==> src/rtl/rc_pkg.sv <==
package rc_pkg;

  typedef enum logic [1:0] {
    ST_IDLE  = 2'd0,
    ST_RUN   = 2'd1,
    ST_DONE  = 2'd2,
    ST_FAULT = 2'd3
  } rc_state_e;

  typedef enum logic [1:0] {
    FT_UP   = 2'd0,
    FT_DOWN = 2'd1,
    FT_PAR  = 2'd2,
    FT_NONE = 2'd3
  } rc_fault_tgt_e;

endpackage

==> src/rtl/rc_total_sel.sv <==
module rc_total_sel #(
  parameter int CNT_W       = 4,
  parameter int ROUNDS_K128 = 10,
  parameter int ROUNDS_K192 = 12,
  parameter int ROUNDS_K256 = 14
) (
  input  logic [1:0]       key_len,
  output logic [CNT_W-1:0] total
);

  always_comb begin
    unique case (key_len)
      2'd0:    total = CNT_W'(ROUNDS_K128);
      2'd1:    total = CNT_W'(ROUNDS_K192);
      default: total = CNT_W'(ROUNDS_K256);
    endcase
  end

endmodule

==> src/rtl/rc_dual_count.sv <==
module rc_dual_count
  import rc_pkg::*;
#(
  parameter int CNT_W = 4,
  parameter int BIT_W = 2
) (
  input  logic             clk,
  input  logic             rst,
  input  logic             load,
  input  logic [CNT_W-1:0] load_val,
  input  logic             step,
  input  logic             fault_en,
  input  logic [1:0]       fault_tgt,
  input  logic [BIT_W-1:0] fault_bit,
  output logic [CNT_W-1:0] up_q,
  output logic [CNT_W-1:0] dn_q,
  output logic             par_q,
  output logic [CNT_W-1:0] tot_q
);

  logic [CNT_W-1:0] up_n, dn_n, tot_n;
  logic [CNT_W-1:0] flip_vec;
  logic             flip_up, flip_dn, flip_par;

  // Test flip decode: one-hot bit mask within the selected counter
  always_comb begin
    flip_vec = '0;
    flip_vec[fault_bit] = 1'b1;
    flip_up  = fault_en && (rc_fault_tgt_e'(fault_tgt) == FT_UP);
    flip_dn  = fault_en && (rc_fault_tgt_e'(fault_tgt) == FT_DOWN);
    flip_par = fault_en && (rc_fault_tgt_e'(fault_tgt) == FT_PAR);
  end

  // Functional next values before any test flip
  always_comb begin
    up_n  = up_q;
    dn_n  = dn_q;
    tot_n = tot_q;
    if (load) begin
      up_n  = '0;
      dn_n  = load_val;
      tot_n = load_val;
    end else if (step) begin
      up_n = up_q + CNT_W'(1);
      dn_n = dn_q - CNT_W'(1);
    end
  end

  always_ff @(posedge clk) begin
    if (rst) begin
      up_q  <= '0;
      dn_q  <= '0;
      par_q <= 1'b0;
      tot_q <= '0;
    end else begin
      up_q  <= up_n ^ (flip_up ? flip_vec : '0);
      dn_q  <= dn_n ^ (flip_dn ? flip_vec : '0);
      par_q <= (^up_n) ^ flip_par;
      tot_q <= tot_n;
    end
  end

endmodule

==> src/rtl/rc_integrity.sv <==
module rc_integrity #(
  parameter int CNT_W = 4
) (
  input  logic [CNT_W-1:0] up_q,
  input  logic [CNT_W-1:0] dn_q,
  input  logic             par_q,
  input  logic [CNT_W-1:0] tot_q,
  output logic             sum_err,
  output logic             par_err
);

  logic [CNT_W-1:0] sum;

  always_comb begin
    sum     = up_q + dn_q;
    sum_err = (sum != tot_q);
    par_err = ((^up_q) != par_q);
  end

endmodule

==> src/rtl/rc_guarded_round_ctr.sv <==
module rc_guarded_round_ctr
  import rc_pkg::*;
#(
  parameter int CNT_W       = 4,
  parameter int ROUNDS_K128 = 10,
  parameter int ROUNDS_K192 = 12,
  parameter int ROUNDS_K256 = 14,
  localparam int BIT_W      = (CNT_W > 1) ? $clog2(CNT_W) : 1
) (
  input  logic             clk,
  input  logic             rst,
  input  logic             start_i,
  input  logic [1:0]       key_len_i,
  input  logic             advance_i,
  input  logic             fault_en_i,
  input  logic [1:0]       fault_tgt_i,
  input  logic [BIT_W-1:0] fault_bit_i,
  output logic [CNT_W-1:0] round_o,
  output logic             last_o,
  output logic             done_o,
  output logic             alert_o
);

  rc_state_e        state_q, state_d;
  logic [CNT_W-1:0] total_sel;
  logic [CNT_W-1:0] up_q, dn_q, tot_q;
  logic             par_q;
  logic             sum_err, par_err, any_err;
  logic             load, step;

  rc_total_sel #(
    .CNT_W      (CNT_W),
    .ROUNDS_K128(ROUNDS_K128),
    .ROUNDS_K192(ROUNDS_K192),
    .ROUNDS_K256(ROUNDS_K256)
  ) u_total (
    .key_len(key_len_i),
    .total  (total_sel)
  );

  rc_dual_count #(
    .CNT_W(CNT_W),
    .BIT_W(BIT_W)
  ) u_count (
    .clk      (clk),
    .rst      (rst),
    .load     (load),
    .load_val (total_sel),
    .step     (step),
    .fault_en (fault_en_i),
    .fault_tgt(fault_tgt_i),
    .fault_bit(fault_bit_i),
    .up_q     (up_q),
    .dn_q     (dn_q),
    .par_q    (par_q),
    .tot_q    (tot_q)
  );

  rc_integrity #(
    .CNT_W(CNT_W)
  ) u_integ (
    .up_q   (up_q),
    .dn_q   (dn_q),
    .par_q  (par_q),
    .tot_q  (tot_q),
    .sum_err(sum_err),
    .par_err(par_err)
  );

  assign any_err = sum_err || par_err;

  // Accept commands only in states that allow them and never on a detected error
  always_comb begin
    load = start_i && !any_err &&
           (state_q == ST_IDLE || state_q == ST_DONE);
    step = advance_i && !any_err && (state_q == ST_RUN);
  end

  always_comb begin
    state_d = state_q;
    unique case (state_q)
      ST_IDLE, ST_DONE: if (load) state_d = ST_RUN;
      ST_RUN:           if (step && dn_q == CNT_W'(1)) state_d = ST_DONE;
      default:          state_d = ST_FAULT;
    endcase
    if (any_err) state_d = ST_FAULT;
  end

  always_ff @(posedge clk) begin
    if (rst) state_q <= ST_IDLE;
    else     state_q <= state_d;
  end

  assign round_o = up_q;
  assign done_o  = (state_q == ST_DONE);
  assign alert_o = (state_q == ST_FAULT);
  assign last_o  = (state_q == ST_RUN) && (up_q == tot_q - CNT_W'(1));

endmodule

==> config.mk <==
export PLATFORM = sky130hd
export DESIGN_NAME = rc_guarded_round_ctr
export DESIGN_NICKNAME = d
export VERILOG_FILES = /design/src/rtl/rc_pkg.sv /design/src/rtl/rc_total_sel.sv /design/src/rtl/rc_dual_count.sv /design/src/rtl/rc_integrity.sv /design/src/rtl/rc_guarded_round_ctr.sv
export SDC_FILE = /design/constraint.sdc
export NUM_CORES = 1
export LEC_CHECK = 0
export BUFFER_PORTS_ARGS = -buffer_cell sky130_fd_sc_hd__buf_2
export CAP_MARGIN = 20
export CORE_MARGIN = 2
export CORE_UTILIZATION = 60
export DETAILED_ROUTE_END_ITERATION = 12
export PLACE_DENSITY = 0.92
export SLEW_MARGIN = 10
export SYNTH_ARGS = -nofsm -noshare
export SYNTH_HDL_FRONTEND = slang
export SYNTH_SLANG_ARGS = --single-unit
==> constraint.sdc <==
create_clock -name clk -period 5.4 [get_ports clk]
set_clock_uncertainty 0.2 [all_clocks]
set_input_delay 0.27 -clock clk [delete_from_list [all_inputs] [get_ports clk]]
set_output_delay 0.27 -clock clk [all_outputs]
set_load 0.01 [all_outputs]
==> After elaboration in Yosys (flattened, before gate mapping) <==
Cells that the tools add are included.
{ "op_classes": {"add_sub_neg": 4, "n_lt_le_gt_ge": 2, "eq_ne": 12, "mux": 13, "bitwise": 3, "n_reduce_logical": 20} }
{ "ops": {"columns": ["cell", "count"], "rows": [
  ["4-bit two-way mux", 6],
  ["1-bit logical AND", 10],
  ["4-bit XOR reduction", 2],
  ["4-bit by 1-bit subtractor with 4-bit output (second input constant)", 2],
  ["4-bit XOR", 2],
  ["2-bit by 1-bit == test with 1-bit output (second input constant)", 3],
  ["2-bit == test (second input constant)", 3],
  ["2-bit logical NOT", 3],
  ["2-bit two-way mux", 3],
  ["3-bit one-hot mux with 2 select lines", 1],
  ["4-bit by 1-bit adder with 4-bit output (second input constant)", 1],
  ["4-bit adder", 1],
  ["4-bit by 1-bit == test with 1-bit output (second input constant)", 1],
  ["4-bit == test", 1],
  ["4-bit inequality test", 1],
  ["2-bit one-hot mux with 2 select lines", 1],
  ["2-bit by 3-bit < comparator with 1-bit output (second input constant)", 1],
  ["3-bit by 2-bit inequality test with 1-bit output (second input constant)", 1],
  ["3-bit inequality test (second input constant)", 1],
  ["1-bit demux with 2-bit select", 1],
  ["2-bit by 1-bit >= comparator with 1-bit output (second input constant)", 1],
  ["1-bit logical OR", 2],
  ["2-bit AND reduction", 1],
  ["2-bit OR reduction", 1],
  ["other kinds (4)", 4]
]} }
{ "word_totals": {"register_bits": 15, "out_inout_bits": 7, "word_cells": 59} }

==> Logic depth before layout (Yosys ltp) <==
{ "depth": {"ltp_word": 10, "ltp_mapped": 10, "ltp_nobuf": 10} }

==> By module <==
A second synthesis with hierarchy kept.
{ "unflattened": {"hier_cells": 141, "area_unflattened_um2": 1212.4} }
{ "modules_own_cells": {"columns": ["module", "instances", "cells_per_inst", "area_per_inst_um2", "seq_area_each_um2"], "rows": [
  ["rc_dual_count", 1, 85, 759.5, 260.2],
  ["rc_guarded_round_ctr", 1, 29, 234.0, 40.0],
  ["rc_integrity", 1, 21, 183.9, 0.0],
  ["rc_total_sel", 1, 6, 35.0, 0.0]
]} }

==> Least setup slack after synthesis <==
OpenSTA, ideal clock, no wires.
{ "synth_timing": {"path_type": "flip-flop to flip-flop", "start": "register u_count.up_q[0]", "end": "register u_count.dn_q[3]", "arrival_ns": 2.807, "required_time_ns": 5.129, "setup_slack_ns": 2.322, "stages_incl_launch_ff": 11, "n_path_buf": 0, "period_less_slack_ns": 3.078, "path_cell_list": "dfxtp_1 ha_1 inv_1 fa_1 xnor2_1 xnor2_1 nor4_4 nand3_1 xnor2_1 or4_1 a21oi_1"} }
{ "synth_between": {"elab_chain_cells": 9} }
{ "synth_lines": {"columns": ["item", "line_no", "source"], "rows": [
  ["start: declaration", "rc_dual_count.sv:15", "output logic [CNT_W-1:0] up_q,"],
  ["start signal: assignment", "rc_dual_count.sv:56", "up_q <= up_n ^ (flip_up ? flip_vec : '0);"],
  ["4-bit adder / 4-bit XOR reduction (equally long branches)", "rc_integrity.sv:15, rc_integrity.sv:17", null],
  ["4-bit inequality test / 1-bit inequality test (equally long branches)", "rc_integrity.sv:16, rc_integrity.sv:17", null],
  ["1-bit logical OR *", "rc_guarded_round_ctr.sv:70", "assign any_err = sum_err || par_err;"],
  ["1-bit logical NOT *", "rc_guarded_round_ctr.sv:74, rc_guarded_round_ctr.sv:76", null],
  ["1-bit logical AND (2 in a row)", "rc_guarded_round_ctr.sv:76", "step = advance_i && !any_err && (state_q == ST_RUN);"],
  ["4-bit two-way mux", "rc_dual_count.sv:43", "end else if (step) begin"],
  ["4-bit two-way mux *", "rc_dual_count.sv:39", "if (load) begin"],
  ["4-bit XOR *", "rc_dual_count.sv:57", "dn_q <= dn_n ^ (flip_dn ? flip_vec : '0);"],
  ["end signal: assignment", "rc_dual_count.sv:57", null],
  ["end: declaration", "rc_dual_count.sv:16", "output logic [CNT_W-1:0] dn_q,"]
]} }
Every way passes the cells marked *; elsewhere a longest branch is shown, timed or not.
A chain may end at the register's enable or synchronous reset.

==> Final worst setup path <==
Same ends and word-level chain as after synthesis.

==> metrics.md <==
| Metric | Value |
|---|---|
| Post-CTS Resized | `0` |
| Share of cells above drive strength 1 | `16.5%` |
| First-pass GRT wire length | `5020 µm` |
| Fill cells | `168` |
| Post-CTS setup buffer count | `0` |
| Top_reg_cell synth | `dfxtp_1` |
| Share of the yosys chip area belonging to registers | `21.8%` |
| Outcome | `finished, final reports clean` |
| Vias in the first global route | `1,124` |
| Req. time, crit path | `5.42 ns` |
| CTS Hold Bufs | `0` |
| Via density | `5.90` |
| Sequential cell area | `280 µm²` |
| Critical path, cell by cell | `ha_1, inv_1, fa_1, xnor2_1, xnor2_1, nor4_4, nand3_1, xnor2_1, or4_1, a21oi_1` |
| Critical path's slowest cell | `or4_1` |
| Critical path launch point type | `flop` |
| Crit Path Max Fanout | `8` |
| Sw frac | `49.5%` |
| CTS root buffer | `clkbuf_4` |
| PwrDens | `496 nW/µm²` |
| Period minus WS final | `3.34 ns` |
| Area of the mapped netlist | `1280 µm²` |
| Fin nets | `190` |
| Critical Path End Type | `flop` |
| Final Hold Vio Count | `0` |
| Cell variety after synth | `45` |
| Gate Count Post-Synth | `153` |
| Post-Syn Area per Cell | `8.39 µm²` |
| Commonest cells after routing, fill and taps aside | `buf_2, xnor2_1, dfxtp_1` |
| Setup violations, final | `0` |
| Sequential Power Share | `26.1%` |
| Total negative setup slack | `0 ns` |
| Worst Path Buf+Inv | `1` |
| Leakage power figure | `0.554 nW` |
| Tcrit/Tclk final | `61.9%` |
| CTS Buf Count | `3` |
| Max H-tree Level | `1` |
| First-pass detailed-route iteration total | `4` |
| Critical path type | `reg2reg` |
| Std cell rows | `16` |
| Peak supply drop | `0.304 mV` |
| Power Total | `699 µW` |
| Most frequent cell on the critical path | `xnor2_1` |
| DRT iter0 DRCs | `60` |
| Largest net degree at the start of global routing | `17` |
| Yosys reg bits | `14` |
| Max_cap viols | `0` |
| Skew-Pair Late Insertion Delay | `0.29 ns` |
| CP Data Arrival Time | `3.36 ns` |
| Floorplan Core Area | `1980 µm²` |
| Antenna Nets Post-Route | `0` |
| Placed Cells | `193` |
| Antenna diodes | `0` |
| RSZ-0062 raised after global routing | `no` |
| Die height | `50.3 µm` |
| GP Congestion | `0.952` |
| Grt ovf | `0` |
| CTS Sinks | `14` |
| Comb power frac | `62.8%` |
| Die W | `50.3 µm` |
| Maximum buffer depth of the clock tree | `2` |
| Slew at the pin closest to its max-slew limit | `0.928 ns` |
| Placement Cell Area | `1370 µm²` |
| Wirelength, routed | `2930 µm` |
| CP delay by family, top | `simple AND/OR/NAND/NOR gates` |
| TritonCTS clock tree | `done` |
| CTS clk-pin slew, worst paths | `0.09 ns` |
| I/O Pins | `18` |
| Pins Over Slew Limit | `0` |
| Asr flop ratio synth | `0%` |
| Initial antenna violation count | `0` |
| Vias | `1,163` |
| Post-route cell area | `1410 µm²` |
| Fmax | `299 MHz` |
| Post-synth EDFFs | `0` |
| Yosys warning total | `0` |
| Commonest non-fill, non-tap cell in the layout | `buf_2` |
| I/O Buffers | `17` |
| Min-delay worst type | `in2reg` |
| DP HPWL | `2320 µm` |
| Pint | `353 µW` |
| DR DRC count | `0` |
| Die Area | `2530 µm²` |
| Rel. slew slack | `37.7%` |
| Multi-input gate area | `947 µm²` |
| Post-synth net total | `172` |
| P_sw | `346 µW` |
| Worst hold slack | `0.135 ns` |
| Starting Density | `64.8%` |
| Power share of the clock group | `11.1%` |
| Area Overhead vs Synth | `9.75%` |
| Global Route Usage Sum | `26.0%` |
| Avg WL per Cell | `14.9 µm` |
| Final cell count without fillers | `197` |
| Max stage delay on crit path | `0.51 ns` |
-- cell families after synthesis --
group | share of synthesized area [%]
flip-flops | 21.8
adder cells (fa/ha/maj) | 8.38
multiplexers | 1.56
AO/OA/AOI/OAI | 15.2
AND/OR/NAND/NOR | 31.1
buffers and inverters | 4.39
XOR/XNOR | 17.5
-- through the flow --
stage                     setup slack [ns]  util (%)
after floorplan                       2.32         -
after global placement                2.23      69.3
after detailed placement              2.12      69.3
after CTS                             2.09      71.1
after global routing                  1.82      71.1
final                                 2.06      71.1
-- synth_stat cells, drive strengths merged (2+ instances only) --
| cell | number | area share [%] |
|---|---|---|
| nand2b | 3 | 1.5 |
| buf | 3 | 2.0 |
| inv | 7 | 2.0 |
| nor2 | 11 | 3.2 |
| o22ai | 3 | 1.5 |
| and3b | 2 | 1.4 |
| or3 | 2 | 0.97 |
| a211oi | 4 | 2.7 |
| and3 | 2 | 0.97 |
| nor4 | 2 | 2.1 |
| a21oi | 11 | 4.6 |
| nand3 | 8 | 3.1 |
| nor3 | 8 | 3.5 |
| nor2b | 5 | 2.4 |
| nand2 | 5 | 1.5 |
| mux2i | 2 | 1.6 |
| xnor2 | 14 | 9.6 |
| nor3b | 2 | 1.2 |
| nand3b | 6 | 4.5 |
| dfxtp | 14 | 22 |
| a21o | 2 | 1.2 |
| ha | 7 | 6.8 |
| xor2 | 10 | 8.0 |
| nand4 | 2 | 0.97 |
| or4 | 2 | 1.2 |
| o21ai | 4 | 1.6 |
-- metal layers --
metal,up-vias,part of all wire [%],global-route usage [%]
met3,9,5.4,2.08
li1,583,-,-
met1,529,44,35.3
met2,42,48,42.5
met5,-,0,0
met4,0,2.7,10.2
-- state kept, by name, indices dropped and copies added (netlist names) --
name / cells
u_count.tot_q: 3
u_count.dn_q: 4
u_count.up_q: 4
state_q: 2
u_count.par_q: 1
-- power groups by stage --
stage / Clock [mW] / Sequential, mW / Combinational (mW)
6_report: 0.0774 / 0.183 / 0.439
5_1_grt: 0.0814 / 0.187 / 0.484
4_1_cts: 0.0780 / 0.181 / 0.436
3_5_place_dp: 0 / 0.183 / 0.433
3_3_place_gp: 0 / 0.181 / 0.422
2_1_floorplan: 0 / 0.167 / 0.364
-- area by class of cell --
cell class,instances,share of cell area [%]
well taps,27,2.40
flip-flops and latches,14,19.9
inverters,7,1.87
multi-input cells,128,67.2
clock buffers,4,2.58
repair buffers,17,6.04
-- worst reg2reg max path: cells and delay by family (launching register included) --
kind	cells	cell delay [ns]
AOI/OAI and AO/OA	1	0.13
buffers and inverters	1	0.05
xor gates and xnor gates	3	0.67
and+or+nand+nor	3	1.16
DFF	1	0.48
adders and majority gates	2	0.59
-- worst paths after layout --
kind | from | end | slack (ns) | cells after the start
worst max register to register | u_count.up_q[0] | u_count.dn_q[3] | 2.06 | 10
worst max-delay path | u_count.up_q[0] | u_count.dn_q[3] | 2.06 | 10
worst min-delay path | rst | u_count.up_q[2] | 0.14 | 2
worst min register to register | u_count.tot_q[3] | u_count.tot_q[3] | 0.34 | 2
(Power assumes the default switching activity.)
